**config.mk**
```make
export PLATFORM = sky130hd
export DESIGN_NAME = pending_access_tracker
export DESIGN_NICKNAME = d
export VERILOG_FILES = /design/src/rtl/pat_pkg.sv /design/src/rtl/pat_hs_decode.sv /design/src/rtl/pat_counter.sv /design/src/rtl/pat_err_pulse.sv /design/src/rtl/pending_access_tracker.sv
export SDC_FILE = /design/constraint.sdc
export NUM_CORES = 1
export LEC_CHECK = 0
export BUFFER_PORTS_ARGS = -buffer_cell sky130_fd_sc_hd__buf_2
export CORE_AREA = 3 3 40 42
export DETAILED_ROUTE_END_ITERATION = 10
export DIE_AREA = 0 0 43 45
export SYNTH_ARGS = -nofsm -noshare
export SYNTH_HDL_FRONTEND = slang
export SYNTH_SLANG_ARGS = --single-unit
```
**constraint.sdc**
```tcl
create_clock -name clk_i -period 2.3 [get_ports clk_i]
set_input_delay 0.46 -clock clk_i [delete_from_list [all_inputs] [get_ports clk_i]]
set_output_delay 0.46 -clock clk_i [all_outputs]
set_load 0.01 [all_outputs]
```
**src/rtl/pat_pkg.sv**
```systemverilog
package pat_pkg;

    localparam int unsigned ERR_ORPHAN = 0;
    localparam int unsigned ERR_OVER   = 1;
    localparam int unsigned NUM_ERR    = 2;

    typedef struct packed {
        logic accept;
        logic retire;
    } hs_evt_t;

    typedef enum logic [1:0] {
        ACT_HOLD = 2'd0,
        ACT_INC  = 2'd1,
        ACT_DEC  = 2'd2
    } cnt_act_e;

    function automatic cnt_act_e pick_action(input logic do_inc, input logic do_dec);
        if (do_inc && !do_dec) return ACT_INC;
        if (do_dec && !do_inc) return ACT_DEC;
        return ACT_HOLD;
    endfunction

endpackage

```
**src/rtl/pat_hs_decode.sv**
```systemverilog
module pat_hs_decode
    import pat_pkg::*;
(
    input  logic    req_i,
    input  logic    gnt_i,
    input  logic    rvalid_i,
    input  logic    rspur_i,
    output hs_evt_t evt_o
);
    always_comb begin
        evt_o.accept = req_i & gnt_i;
        evt_o.retire = rvalid_i & ~rspur_i;
    end
endmodule

```
**src/rtl/pat_counter.sv**
```systemverilog
module pat_counter
    import pat_pkg::*;
#(
    parameter int unsigned MAX_OUTSTANDING = 4,
    parameter int unsigned CNT_W = $clog2(MAX_OUTSTANDING + 1)
) (
    input  logic               clk_i,
    input  logic               rst_i,
    input  hs_evt_t            evt_i,
    output logic [CNT_W-1:0]   cnt_o,
    output logic [NUM_ERR-1:0] viol_o
);
    localparam logic [CNT_W-1:0] CAP = CNT_W'(MAX_OUTSTANDING);

    logic [CNT_W-1:0] cnt_q;
    logic             orphan;
    logic             over;
    cnt_act_e         act;

    always_comb begin
        orphan = evt_i.retire && (cnt_q == '0);
        over   = evt_i.accept && !evt_i.retire && (cnt_q == CAP);
        act    = pick_action(evt_i.accept && !over, evt_i.retire && !orphan);
        viol_o = '0;
        viol_o[ERR_ORPHAN] = orphan;
        viol_o[ERR_OVER]   = over;
    end

    always_ff @(posedge clk_i) begin
        if (rst_i) begin
            cnt_q <= '0;
        end else begin
            unique case (act)
                ACT_INC: cnt_q <= cnt_q + CNT_W'(1);
                ACT_DEC: cnt_q <= cnt_q - CNT_W'(1);
                default: cnt_q <= cnt_q;
            endcase
        end
    end

    assign cnt_o = cnt_q;
endmodule

```
**src/rtl/pat_err_pulse.sv**
```systemverilog
module pat_err_pulse
    import pat_pkg::*;
(
    input  logic               clk_i,
    input  logic               rst_i,
    input  logic               en_i,
    input  logic [NUM_ERR-1:0] viol_i,
    output logic [NUM_ERR-1:0] err_o
);
    for (genvar g = 0; g < NUM_ERR; g++) begin : g_flag
        always_ff @(posedge clk_i) begin
            if (rst_i) err_o[g] <= 1'b0;
            else       err_o[g] <= viol_i[g] & en_i;
        end
    end
endmodule

```
**src/rtl/pending_access_tracker.sv**
```systemverilog
module pending_access_tracker
    import pat_pkg::*;
#(
    parameter int unsigned MAX_OUTSTANDING = 4
) (
    input  logic                                 clk_i,
    input  logic                                 rst_i,
    input  logic                                 req_i,
    input  logic                                 gnt_i,
    input  logic                                 rvalid_i,
    input  logic                                 rspur_i,
    input  logic                                 chk_en_i,
    output logic [$clog2(MAX_OUTSTANDING+1)-1:0] pending_o,
    output logic                                 idle_o,
    output logic                                 err_orphan_o,
    output logic                                 err_overlimit_o
);
    localparam int unsigned CNT_W = $clog2(MAX_OUTSTANDING + 1);

    hs_evt_t            evt;
    logic [NUM_ERR-1:0] viol;
    logic [NUM_ERR-1:0] err;

    pat_hs_decode u_decode (
        .req_i    (req_i),
        .gnt_i    (gnt_i),
        .rvalid_i (rvalid_i),
        .rspur_i  (rspur_i),
        .evt_o    (evt)
    );

    pat_counter #(
        .MAX_OUTSTANDING (MAX_OUTSTANDING),
        .CNT_W           (CNT_W)
    ) u_counter (
        .clk_i  (clk_i),
        .rst_i  (rst_i),
        .evt_i  (evt),
        .cnt_o  (pending_o),
        .viol_o (viol)
    );

    pat_err_pulse u_err (
        .clk_i  (clk_i),
        .rst_i  (rst_i),
        .en_i   (chk_en_i),
        .viol_i (viol),
        .err_o  (err)
    );

    assign idle_o          = (pending_o == '0);
    assign err_orphan_o    = err[ERR_ORPHAN];
    assign err_overlimit_o = err[ERR_OVER];
endmodule

```
==> Word-level counts from Yosys, hierarchy flattened <==
Cells that the tools add are included.
{ "totals": {"latch_bits": 0, "in_bits": 7, "n_memories": 0, "romBits": 0, "register_bits": 5, "ramBits": 0, "out_inout_bits": 6, "wordCells": 35} }
{ "classes": {"n_eq_ne": 3, "bitwise": 5, "add_sub_neg": 2, "mux": 8, "n_reduce_logical": 14, "mul": 0, "magnitude_cmp": 0, "div": 0, "shifts": 0} }
{ "op_table": {"columns": ["operator", "count"], "rows": [
  ["2-bit two-way mux", 4],
  ["1-bit logical AND", 7],
  ["3-bit case mux with 2 select lines", 1],
  ["1-bit logical NOT", 5],
  ["1-bit bitwise AND", 4],
  ["3-bit by 1-bit adder with 3-bit output, second input constant", 1],
  ["3-bit equality test, second input constant", 1],
  ["3-bit logical NOT", 1],
  ["1-bit two-way mux", 3],
  ["3-bit by 1-bit subtractor with 3-bit output, second input constant", 1],
  ["2-bit by 1-bit equality test with 1-bit output, second input constant", 1],
  ["2-bit equality test, second input constant", 1],
  ["2-bit nonzero test", 1],
  ["1-bit NOT", 1]
]} }

==> Longest topological paths before layout <==
Gate-level depths: netlist (run 1).
{ "logic_depth": {"word_depth": 15, "ltp_mapped": 9, "depth_no_buf": 9} }

==> Hierarchy <==
A second synthesis (run 1) with hierarchy kept.
{ "hier_totals": {"hier_cells": 33, "hier_area_um2": 300.3} }
{ "modules_own_cells": {"columns": ["module", "n_inst", "cells_each", "seq_area_each_um2", "area_each_um2"], "rows": [
  ["pat_counter", 1, 26, 60.1, 212.7],
  ["pat_err_pulse", 1, 4, 40.0, 57.6],
  ["pat_hs_decode", 1, 2, 0.0, 20.0],
  ["pending_access_tracker", 1, 1, 0.0, 10.0]
]} }

==> Worst setup path before layout (run 1) <==
Ideal clock, no wire load.
{ "synth_timing": {"kind": "input-to-reg", "from": "input rspur_i", "to": "register u_counter.cnt_q[2] (netlist: u_counter.cnt_o[2])", "t_required_ns": 2.230, "setup_time_ns": 0.070, "arrival_ns": 1.939, "path_slack_ns": 0.291, "stages": 9, "path_cell_list": "nand2b_1 > nand4_1 > nand3_1 > ha_1 > inv_1 > fa_1 > xor2_1 > or3_1 > a21oi_1"} }
{ "synth_via": {"elab_chain_cells": 15} }
{ "synth_lines": {"columns": ["item", "line", "text"], "rows": [
  ["start, declared", "pending_access_tracker.sv:11", "input logic rspur_i,"],
  ["1-bit NOT (*)", "pat_hs_decode.sv:12", "evt_o.retire = rvalid_i & ~rspur_i;"],
  ["1-bit bitwise AND (*)", "pat_hs_decode.sv:12", null],
  ["1-bit logical NOT", "pat_counter.sv:22", "over = evt_i.accept && !evt_i.retire && (cnt_q == CAP);"],
  ["1-bit logical AND (2 in a row)", "pat_counter.sv:22", null],
  ["1-bit logical NOT", "pat_counter.sv:23", "act = pick_action(evt_i.accept && !over, evt_i.retire && !orphan);"],
  ["1-bit logical AND", "pat_counter.sv:23", null],
  ["1-bit logical NOT", "pat_pkg.sv:20", "if (do_dec && !do_inc) return ACT_DEC;"],
  ["1-bit logical AND", "pat_pkg.sv:20", null],
  ["1-bit two-way mux (2 in a row)", "pat_pkg.sv:20", null],
  ["2-bit two-way mux", "pat_pkg.sv:21", "return ACT_HOLD;"],
  ["2-bit two-way mux (*)", "pat_pkg.sv:20", null],
  ["2-bit equality test / 2-bit by 1-bit equality test with 1-bit output (equally long branches)", "pat_counter.sv:33", "unique case (act)"],
  ["3-bit case mux with 2 select lines / 2-bit nonzero test (equally long branches)", null, null],
  ["end signal, assigned", "pat_counter.sv:34", "ACT_INC: cnt_q <= cnt_q + CNT_W'(1);"],
  ["end signal, assigned", "pat_counter.sv:35", "ACT_DEC: cnt_q <= cnt_q - CNT_W'(1);"],
  ["end signal, assigned", "pat_counter.sv:36", "default: cnt_q <= cnt_q;"],
  ["end, declared", "pat_counter.sv:15", "logic [CNT_W-1:0] cnt_q;"]
]} }
Mark *: on every way between the ends. The rest lies on a longest branch, timed or not. The select of a mux whose other input is x is not followed.
A chain may end at the register's enable or synchronous reset.

==> Worst setup path after layout (run 1) <==
{ "layout_timing": {"from": "register u_counter.cnt_q[0] (netlist: u_counter.cnt_o[0])", "to": "register u_counter.cnt_q[2] (netlist: u_counter.cnt_o[2])"} }
{ "layout_via": {"elab_chain_cells": 12} }
{ "layout_lines": {"columns": ["item", "line"], "rows": [
  ["3-bit equality test", "pat_counter.sv:22"],
  ["1-bit logical AND", "pat_counter.sv:22"],
  ["1-bit logical NOT", "pat_counter.sv:23"],
  ["1-bit logical AND", "pat_counter.sv:23"],
  ["1-bit logical NOT", "pat_pkg.sv:20"],
  ["1-bit logical AND", "pat_pkg.sv:20"],
  ["1-bit two-way mux (2 in a row)", "pat_pkg.sv:20"],
  ["2-bit two-way mux", "pat_pkg.sv:21"],
  ["2-bit two-way mux", "pat_pkg.sv:20"],
  ["2-bit equality test / 2-bit by 1-bit equality test with 1-bit output (equally long branches)", "pat_counter.sv:33"],
  ["3-bit case mux with 2 select lines / 2-bit nonzero test (equally long branches)", null]
]} }
Several ways; a longest one is shown, not always the timed one. The select of a mux whose other input is x is not followed.

==> metrics.md, run 1 <==
| Metric | Value |
|---|---|
| Post-CTS Setup Bufs | 0 |
| H-tree depth | 1 |
| Req. time, crit path | 2.47 ns |
| Total track usage | 6.59% |
| Grt total ovfl | 0 |
| Post-synth top area share | 40.8% |
| Core Box Area | 0.00128 mm^2 |
| Unrepaired setup endpoints after global routing | false |
| Port Buffers | 12 |
| Top cells by area, synth | dfxtp_1, fa_1, nor2_1 |
| Max-cap viol count | 0 |
| DR iter-0 viols | 0 |
| Leak | 0.000156 uW |
| NumNets Final | 55 |
| Area growth syn-to-layout | 42.9% |
| # DRC | 0 |
| Slew at the pin with the worst max-slew slack | 0.284 ns |
| Hold Crit Class | in2reg |
| CTS hold repair buffers | 0 |
| Skew final | 0.00159 ns |
| Worst hold path cell count | 2 |
| Primary FF master, synth | dfxtp_1 |
| R2r endpoint | u_counter.cnt_o[2]$_SDFFE_PP0P_ |
| Max_slew headroom | 80.9% |
| Hold Path End | u_counter.cnt_o[2]$_SDFFE_PP0P_ |
| Final Hold Fails | 0 |
| DIE HEIGHT | 45 um |
| Largest net degree at the start of global routing | 6 |
| Avg Synthesized Cell Area | 8.46 um^2 |
| Filler Cells Inserted | 158 |
| Max rail drop VDD | 0.389 mV |
| Global-route wire length before repair | 897 um |
| Worst-Skew Late Latency | 0.24 ns |
| R2R Path Start | u_counter.cnt_o[0]$_SDFFE_PP0P_ |
| RD Place Congestion | 0.669 |
| Final Cycle Share | 85.2% |
| CTS tree | yes |
| Vias per Instance | 3.98 |
| Worst setup startpoint | u_counter.cnt_o[0]$_SDFFE_PP0P_ |
| Post-synth top area cell | dfxtp_1 |
| CP Class | reg2reg |
| CP endpoint kind | register |
| Chip width | 43 um |
| Post-DR wirelength/cell | 8.87 um |
| Initial Utilization | 19.1% |
| Layout cell share with drive strength beyond 1 | 33.3% |
| Seq/Total Area, Yosys | 40.8% |
| Clock root cell | clkbuf_4 |
| Setup_tns | 0 ns |
| Min Clock Period, post-route | 1.96 ns |
| Clock slew at reported path FFs | 0.04 ns |
| Synth cell types | 15 |
| Slew Viols, Final | 0 |
| R2r setup slk | 0.34 ns |
| Final setup margin | 0.340 ns |
| Ant diodes | 0 |
| Crit Path Max Fanout | 4 |
| CTS resizes | 0 |
| Status | finished clean |
| Fmax | 510 MHz |
| Async S/R FF share, synth | 0% |
| Clock Sinks | 5 |
| Routed Antenna Nets | 0 |
| Pre-CTS WS | 0.0937 ns |
| Hold path startpoint | rst_i |
| Number of global-route vias before repair | 232 |
| # IOs | 13 |
| Initial antenna violation count | 0 |
| Dpl cell area | 324 um^2 |
| Maximum clock path buffer count | 2 |
| Final Cell Area | 350 um^2 |
| Site Rows | 13 |
| CTS Buf Count | 3 |
| Synthesized cell area | 245 um^2 |
| Pwr dens | 728 mW/mm^2 |
| Final core area utilization | 27.3% |
| CP Launch Type | register |
| Die area | 0.00194 mm^2 |
| EDFF count, synth | 0 |
| Final Hold Slack | 0.432 ns |
| Synth cell count leaders | dfxtp_1, nor2_1, inv_1 |
| First-pass iteration count of the detailed router | 1 |
| Post-synthesis register bit count | 5 |
| YS warnings | 0 |
| Post-Route WL | 532 um |
| Vias | 239 |
| Gate count of the mapped netlist | 29 |
| Worst reg-to-reg path cell count | 9 |
| Post-DP HPWL | 441 um |
| Synth Net Count | 38 |
| Setup violations, final | 0 |
| Crit path arrival time | 2.13 ns |
## metrics by stage
stage,std cells,power (uW)
detailed placement,56,160
CTS,60,263
finish,60,255
floorplan,29,137
global placement,56,159
global route,60,279
## critical path: stages (launching register included)
cell and delay [ns]:
dfxtp_1 0.33, inv_1 0.11, nand4_1 0.13, nand3_1 0.11
ha_1 0.19, inv_1 0.06, fa_1 0.37, xor2_1 0.15
or3_1 0.30, a21oi_1 0.13
## kinds of logic (layout without fill, tap and decap cells)
| family | after synthesis | after routing | share of synthesized area (%) |
|---|---|---|---|
| xor+xnor | 2 | 2 | 7.14 |
| simple gates | 14 | 14 | 28.1 |
| flops | 5 | 5 | 40.8 |
| buf+inv | 3 | 19 | 4.59 |
| compound gates | 3 | 3 | 6.12 |
| fa+ha+maj | 2 | 2 | 13.3 |
## worst max path at each step
stage / endpoint / cells after the start / slack, ns
floorplan: u_counter.cnt_o[2]$_SDFFE_PP0P_ / 9 / 0.29
global placement: u_counter.cnt_o[2]$_SDFFE_PP0P_ / 10 / 0.11
detailed placement: u_counter.cnt_o[2]$_SDFFE_PP0P_ / 10 / 0.09
CTS: u_counter.cnt_o[2]$_SDFFE_PP0P_ / 9 / 0.32
global route: u_counter.cnt_o[2]$_SDFFE_PP0P_ / 9 / 0.17
finish: u_counter.cnt_o[2]$_SDFFE_PP0P_ / 9 / 0.34
## cell type report
type	count	area (um^2)	area share (%)
multi-input cells	21	134	38.2
flip-flops and latches	5	100	28.6
repair buffers	12	60.1	17.1
clock buffers	4	26.3	7.50
well taps	15	18.8	5.36
inverters	3	11.3	3.21
## placed cells by master, fill, tap and decap left out
cell,synthesis,layout
or3_1,1,1
nand3_1,1,1
a21oi_1,2,2
nor3_1,2,2
ha_1,1,1
inv_1,3,3
xor2_1,2,2
clkbuf_1,0,1
o21ai_0,1,1
nand2b_1,2,2
dfxtp_1,5,5
nand4_1,1,1
clkbuf_4,0,3
buf_2,0,12
and2_1,1,1
fa_1,1,1
nor2_1,5,5
nand2_1,1,1
## registers in the layout, indices dropped and copies added, names as in the netlist
name and cells:
u_counter.cnt_o 3, u_err.err_o 2
## report_power, final
part	total, uW	internal (uW)	leakage [uW]	switching (uW)
Sequential	99.9	93.6	0.0000406	6.24
Combinational	57.6	25.5	0.000101	32.1
Clock	97.6	65.3	0.0000150	32.2
## metal layers
metal / vias up / part of all wire [%] / global-route usage, %
li1: 126 / - / -
met1: 102 / 51 / 7.77
met2: 11 / 35 / 8.98
met3: 0 / 13 / 6.77
met4: 0 / 0 / 0
met5: - / 0 / 0
(Power assumes the default switching activity.)
==> inputs of run 2 (changes only) <==
- PLACE_DENSITY: default -> 0.5
==> run 2 against run 1 <==
Non-clock buffer count stayed put. Final area is the same. Sequential power is 0.4% lower. Fmax fell by 0.12%. Sequential share of layout area unchanged. Core utilization is the same. Critical path depth grew 1. Global-route usage rose by 0.50 points. Cell count did not move. Hold slack worse by 0.0080 ns. Power up 0.98%. Clock skew up 0.0021 ns.
==> metrics.md, run 2 (same netlist as run 1, synthesis figures left out) <==
| Metric | Value |
|---|---|
| Post-Route WL | 522 um (-1.9%) |
| Worst-Skew Late Latency | 0.24 ns (about the same) |
| Largest net degree at the start of global routing | 6 (unchanged) |
| Req. time, crit path | 2.47 ns (about the same) |
| Worst setup startpoint | rspur_i |
| Max-cap viol count | 0 (unchanged) |
| Site Rows | 13 (unchanged) |
| Min Clock Period, post-route | 1.96 ns (+0.00239 ns) |
| Fmax | 510 MHz (-0.12%) |
| CTS Buf Count | 3 (unchanged) |
| Clock Sinks | 5 (unchanged) |
| Final core area utilization | 27.3% (unchanged) |
| Slew at the pin with the worst max-slew slack | 0.292 ns (+0.00855 ns) |
| Crit path arrival time | 2.13 ns (about the same) |
| CTS tree | yes |
| Port Buffers | 12 (unchanged) |
| Max_slew headroom | 80.4% (-0.57 points) |
| Chip width | 43 um (unchanged) |
| DR iter-0 viols | 5 (+5) |
| Number of global-route vias before repair | 224 (-3.4%) |
| CTS hold repair buffers | 0 (unchanged) |
| CTS resizes | 0 (unchanged) |
| Max rail drop VDD | 0.304 mV (-22%) |
| Die area | 0.00194 mm^2 (unchanged) |
| CP endpoint kind | register |
| Worst hold path cell count | 2 (unchanged) |
| Pre-CTS WS | 0.0803 ns (-0.0134 ns) |
| H-tree depth | 1 (unchanged) |
| Maximum clock path buffer count | 2 (unchanged) |
| Layout cell share with drive strength beyond 1 | 33.3% (unchanged) |
| Unrepaired setup endpoints after global routing | false |
| Final Hold Fails | 0 (unchanged) |
| Ant diodes | 0 (unchanged) |
| Slew Viols, Final | 0 (unchanged) |
| Crit Path Max Fanout | 3 (-1) |
| Routed Antenna Nets | 0 (unchanged) |
| Worst reg-to-reg path cell count | 9 (unchanged) |
| Max reg flops | 3 (unchanged) |
| Grt total ovfl | 0 (unchanged) |
| Vias per Instance | 3.88 (-2.5%) |
| Hold Crit Class | in2reg |
| Setup_tns | 0 ns (unchanged) |
| Status | finished clean |
| Final setup margin | 0.337 ns (-0.00239 ns) |
| DIE HEIGHT | 45 um (unchanged) |
| # DRC | 0 (unchanged) |
| Area growth syn-to-layout | 42.9% (unchanged) |
| Post-DR wirelength/cell | 8.70 um (-1.9%) |
| CP Launch Type | input pin |
| Initial Utilization | 19.1% (unchanged) |
| Vias | 233 (-2.5%) |
| Clock root cell | clkbuf_4 |
| Most frequent cells in the layout | buf_2, nor2_1, dfxtp_1 |
| RD Place Congestion | 0.751 (+12%) |
| NumNets Final | 55 (unchanged) |
| Clock slew at reported path FFs | 0.04 ns (about the same) |
| Core Box Area | 0.00128 mm^2 (unchanged) |
| Most common cell after layout, fill and taps aside | buf_2 |
| Final Cycle Share | 85.3% (+0.10 points) |
| Initial antenna violation count | 0 (unchanged) |
| Pwr dens | 735 mW/mm^2 (+0.98%) |
| R2R Path Start | u_counter.cnt_o[0]$_SDFFE_PP0P_ |
| R2r endpoint | u_counter.cnt_o[2]$_SDFFE_PP0P_ |
| Global-route wire length before repair | 890 um (-0.78%) |
| Setup violations, final | 0 (unchanged) |
| First-pass iteration count of the detailed router | 3 (+2) |
| Total track usage | 7.10% (+0.50 points) |
| Leak | 0.000156 uW (unchanged) |
| CP Class | in2reg |
| Skew final | 0.00372 ns (+0.00213 ns) |
| R2r setup slk | 0.34 ns (about the same) |
| Post-CTS Setup Bufs | 0 (unchanged) |
| Crit path capture | u_counter.cnt_o[2]$_SDFFE_PP0P_ |
| Post-DP HPWL | 445 um (+0.82%) |
| Final Hold Slack | 0.424 ns (-0.00799 ns) |
| # IOs | 13 (unchanged) |
run 2: cell counts in the layout (fill, tap and decap cells not counted):
No cell type changed its count.
run 2: power breakdown:
group | internal [uW] | leakage (uW) | switching (uW)
Sequential | 93.6 | 0.0000406 | 5.92
Clock | 65.5 | 0.0000150 | 34.0
Combinational | 25.7 | 0.000101 | 32.9
run 2: stage by stage:
| stage | std cells | total power (uW) | area (um^2) |
|---|---|---|---|
| detailed placement | 56 | 161 | 324 |
| floorplan | 29 | 137 | 245 |
| CTS | 60 | 267 | 350 |
| global placement | 56 | 160 | 324 |
| global route | 60 | 284 | 350 |
| finish | 60 | 258 | 350 |
run 2: how the worst min path moves through the flow:
| stage | from | endpoint | slack (ns) |
|---|---|---|---|
| CTS | rst_i | u_counter.cnt_o[1]$_SDFFE_PP0P_ | 0.42 |
| floorplan | u_counter.cnt_o[2]$_SDFFE_PP0P_ | u_counter.cnt_o[2]$_SDFFE_PP0P_ | 0.52 |
| detailed placement | u_counter.cnt_o[2]$_SDFFE_PP0P_ | u_counter.cnt_o[2]$_SDFFE_PP0P_ | 0.51 |
| global route | rst_i | u_counter.cnt_o[1]$_SDFFE_PP0P_ | 0.42 |
| global placement | u_counter.cnt_o[2]$_SDFFE_PP0P_ | u_counter.cnt_o[2]$_SDFFE_PP0P_ | 0.51 |
| finish | rst_i | u_counter.cnt_o[1]$_SDFFE_PP0P_ | 0.42 |
run 2: cell type report:
type,count,area (um^2)
Inverter,3,11.3
Tap cell,15,18.8
Fill cell,158,935
Timing Repair Buffer,12,60.1
Multi-Input combinational cell,21,134
Sequential cell,5,100
Clock buffer,4,26.3
run 2: per-layer routing:
metal	track usage, %	share of wire (%)
met3	7.17	13
met2	9.58	41
met4	3.61	0
met5	0	0
met1	7.04	45
run 2: critical path, stage by stage:
cell and delay, ns:
buf_2 0.07, nand2b_1 0.14, nand4_1 0.14, nand3_1 0.11, ha_1 0.19, inv_1 0.06, fa_1 0.37, xor2_1 0.15
or3_1 0.31, a21oi_1 0.14
==> inputs of run 3 (changes only) <==
- clock period: 2.3 -> 1.9 ns (I/O delays scaled with it)
==> run 3 against run 2 <==
Register-to-register slack lost 0.24 ns. Hold slack lost 0.084 ns. Clock skew is essentially flat. Clock power grew 21%. Largest cell class unchanged. Highest routed layer unchanged.
==> metrics.md, run 3 (same netlist as run 1, synthesis figures left out) <==
| Metric | Value |
|---|---|
| Hold Crit Class | in2reg |
| CP Class | reg2reg |
| CTS tree | yes |
| Global-route wire length before repair | 910 um (+2.2%) |
| R2r endpoint | u_counter.cnt_o[2]$_SDFFE_PP0P_ |
| Crit path arrival time | 1.97 ns (-0.16 ns) |
| Skew final | 0.00323 ns (-0.000487 ns) |
| Setup violations, final | 0 (unchanged) |
| Max reg flops | 3 (unchanged) |
| Ant diodes | 0 (unchanged) |
| Most common cell after layout, fill and taps aside | buf_2 |
| Final Hold Slack | 0.340 ns (-0.0845 ns) |
| Vias | 268 (+15%) |
| Clock Sinks | 5 (unchanged) |
| Largest net degree at the start of global routing | 6 (unchanged) |
| CP Launch Type | register |
| First-pass iteration count of the detailed router | 2 (-1) |
| Clock root cell | clkbuf_4 |
| Most frequent cells in the layout | buf_2, buf_4, nor2_1 |
| Worst hold path cell count | 2 (unchanged) |
| Slew Viols, Final | 0 (unchanged) |
| Site Rows | 13 (unchanged) |
| Max-cap viol count | 0 (unchanged) |
| RD Place Congestion | 0.712 (-5.1%) |
| DIE HEIGHT | 45 um (unchanged) |
| Post-Route WL | 585 um (+12%) |
| Layout cell share with drive strength beyond 1 | 51.9% (+19 points) |
| CTS Buf Count | 3 (unchanged) |
| R2r setup slk | 0.09 ns (-0.24 ns) |
| NumNets Final | 62 (+13%) |
| Number of global-route vias before repair | 249 (+11%) |
| H-tree depth | 1 (unchanged) |
| Area growth syn-to-layout | 67.3% |
| Pwr dens | 831 mW/mm^2 (+13%) |
| R2R Path Start | u_counter.cnt_o[1]$_SDFFE_PP0P_ |
| Clock slew at reported path FFs | 0.04 ns (about the same) |
| Maximum clock path buffer count | 2 (unchanged) |
| Initial antenna violation count | 0 (unchanged) |
| Min Clock Period, post-route | 1.81 ns |
| Slew at the pin with the worst max-slew slack | 0.254 ns (-0.0383 ns) |
| Grt total ovfl | 0 (unchanged) |
| DR iter-0 viols | 2 (-3) |
| # DRC | 0 (unchanged) |
| Crit Path Max Fanout | 3 (unchanged) |
| Initial Utilization | 19.1% (unchanged) |
| Post-DR wirelength/cell | 8.73 um (+0.36%) |
| Port Buffers | 12 (unchanged) |
| CP endpoint kind | register |
| Core Box Area | 0.00128 mm^2 (unchanged) |
| Worst setup startpoint | u_counter.cnt_o[1]$_SDFFE_PP0P_ |
| # IOs | 13 (unchanged) |
| Final Cycle Share | 95.1% |
| Final setup margin | 0.0934 ns (-0.244 ns) |
| Routed Antenna Nets | 0 (unchanged) |
| Die area | 0.00194 mm^2 (unchanged) |
| Max rail drop VDD | 0.506 mV (+67%) |
| Total track usage | 6.76% (-0.33 points) |
| Pre-CTS WS | -0.159 ns (-0.240 ns) |
| Final Hold Fails | 0 (unchanged) |
| Setup_tns | 0 ns (unchanged) |
| Status | finished clean |
| Req. time, crit path | 2.07 ns (-0.40 ns) |
| Total chip power | 341 uW (+32%) |
| Fmax | 554 MHz |
| Final core area utilization | 31.9% (+4.7 points) |
| Worst reg-to-reg path cell count | 9 (unchanged) |
| Chip width | 43 um (unchanged) |
| Worst-Skew Late Latency | 0.24 ns (about the same) |
| Max_slew headroom | 82.9% (+2.6 points) |
| Leak | 0.000189 uW (+21%) |
| Crit path capture | u_counter.cnt_o[2]$_SDFFE_PP0P_ |
| Vias per Instance | 4.00 (+3.0%) |
run 3: cell types whose count changed in the layout (fill, tap and decap cells not counted):
cell / previous run / this run
inv_2: 0 / 1
dfxtp_1: 5 / 3
ha_1: 1 / 0
inv_1: 3 / 2
ha_2: 0 / 1
dfxtp_2: 0 / 2
fa_1: 1 / 0
buf_4: 0 / 7
fa_2: 0 / 1
run 3: routing by layer:
metal,wire length (um),track usage (%)
met1,223,5.83
met2,266,11.1
met3,95,7.97
met4,0,0
met5,0,0
run 3: report_power, final:
part           switching [uW]  leakage (uW)  internal, uW
Clock                    40.7     0.0000150          79.2
Sequential               7.42     0.0000415           114
Combinational            46.7      0.000133          52.4
Total                    94.8      0.000189           246
run 3: how the worst min path moves through the flow:
stage	endpoint	from	slack, ns
5_1_grt	u_counter.cnt_o[2]$_SDFFE_PP0P_	rst_i	0.35
4_1_cts	u_counter.cnt_o[2]$_SDFFE_PP0P_	rst_i	0.34
3_5_place_dp	u_counter.cnt_o[2]$_SDFFE_PP0P_	u_counter.cnt_o[2]$_SDFFE_PP0P_	0.51
2_1_floorplan	u_counter.cnt_o[2]$_SDFFE_PP0P_	rst_i	0.45
6_report	u_counter.cnt_o[2]$_SDFFE_PP0P_	rst_i	0.34
3_3_place_gp	u_counter.cnt_o[2]$_SDFFE_PP0P_	u_counter.cnt_o[2]$_SDFFE_PP0P_	0.51
run 3: stage by stage:
stage	area, um^2	instances
final	410	67
after global routing	410	67
after CTS	398	66
after detailed placement	372	62
after global placement	372	62
after floorplan	248	29
run 3: what timing repair did:
action	4_1_cts	5_1_grt
endpoints found under the setup margin	0	1
buffers inserted	0	1
hold buffers	0	0
resized for setup	0	4
run 3: critical path: stages, from the launching register on:
cell and delay, ns:
dfxtp_1 0.31, inv_1 0.08, nand4_1 0.12, nand3_1 0.11, ha_2 0.17, inv_1 0.05
fa_2 0.33, xor2_1 0.15, or3_1 0.30, a21oi_1 0.12
run 3: area by class of cell:
| class | instances | area (um^2) |
|---|---|---|
| sequential | 5 | 103 |
| fill | 138 | 875 |
| timing repair buffer | 19 | 113 |
| inverter | 3 | 11.3 |
| clock buffer | 4 | 26.3 |
| tap | 15 | 18.8 |
| multi-input combinational | 21 | 139 |
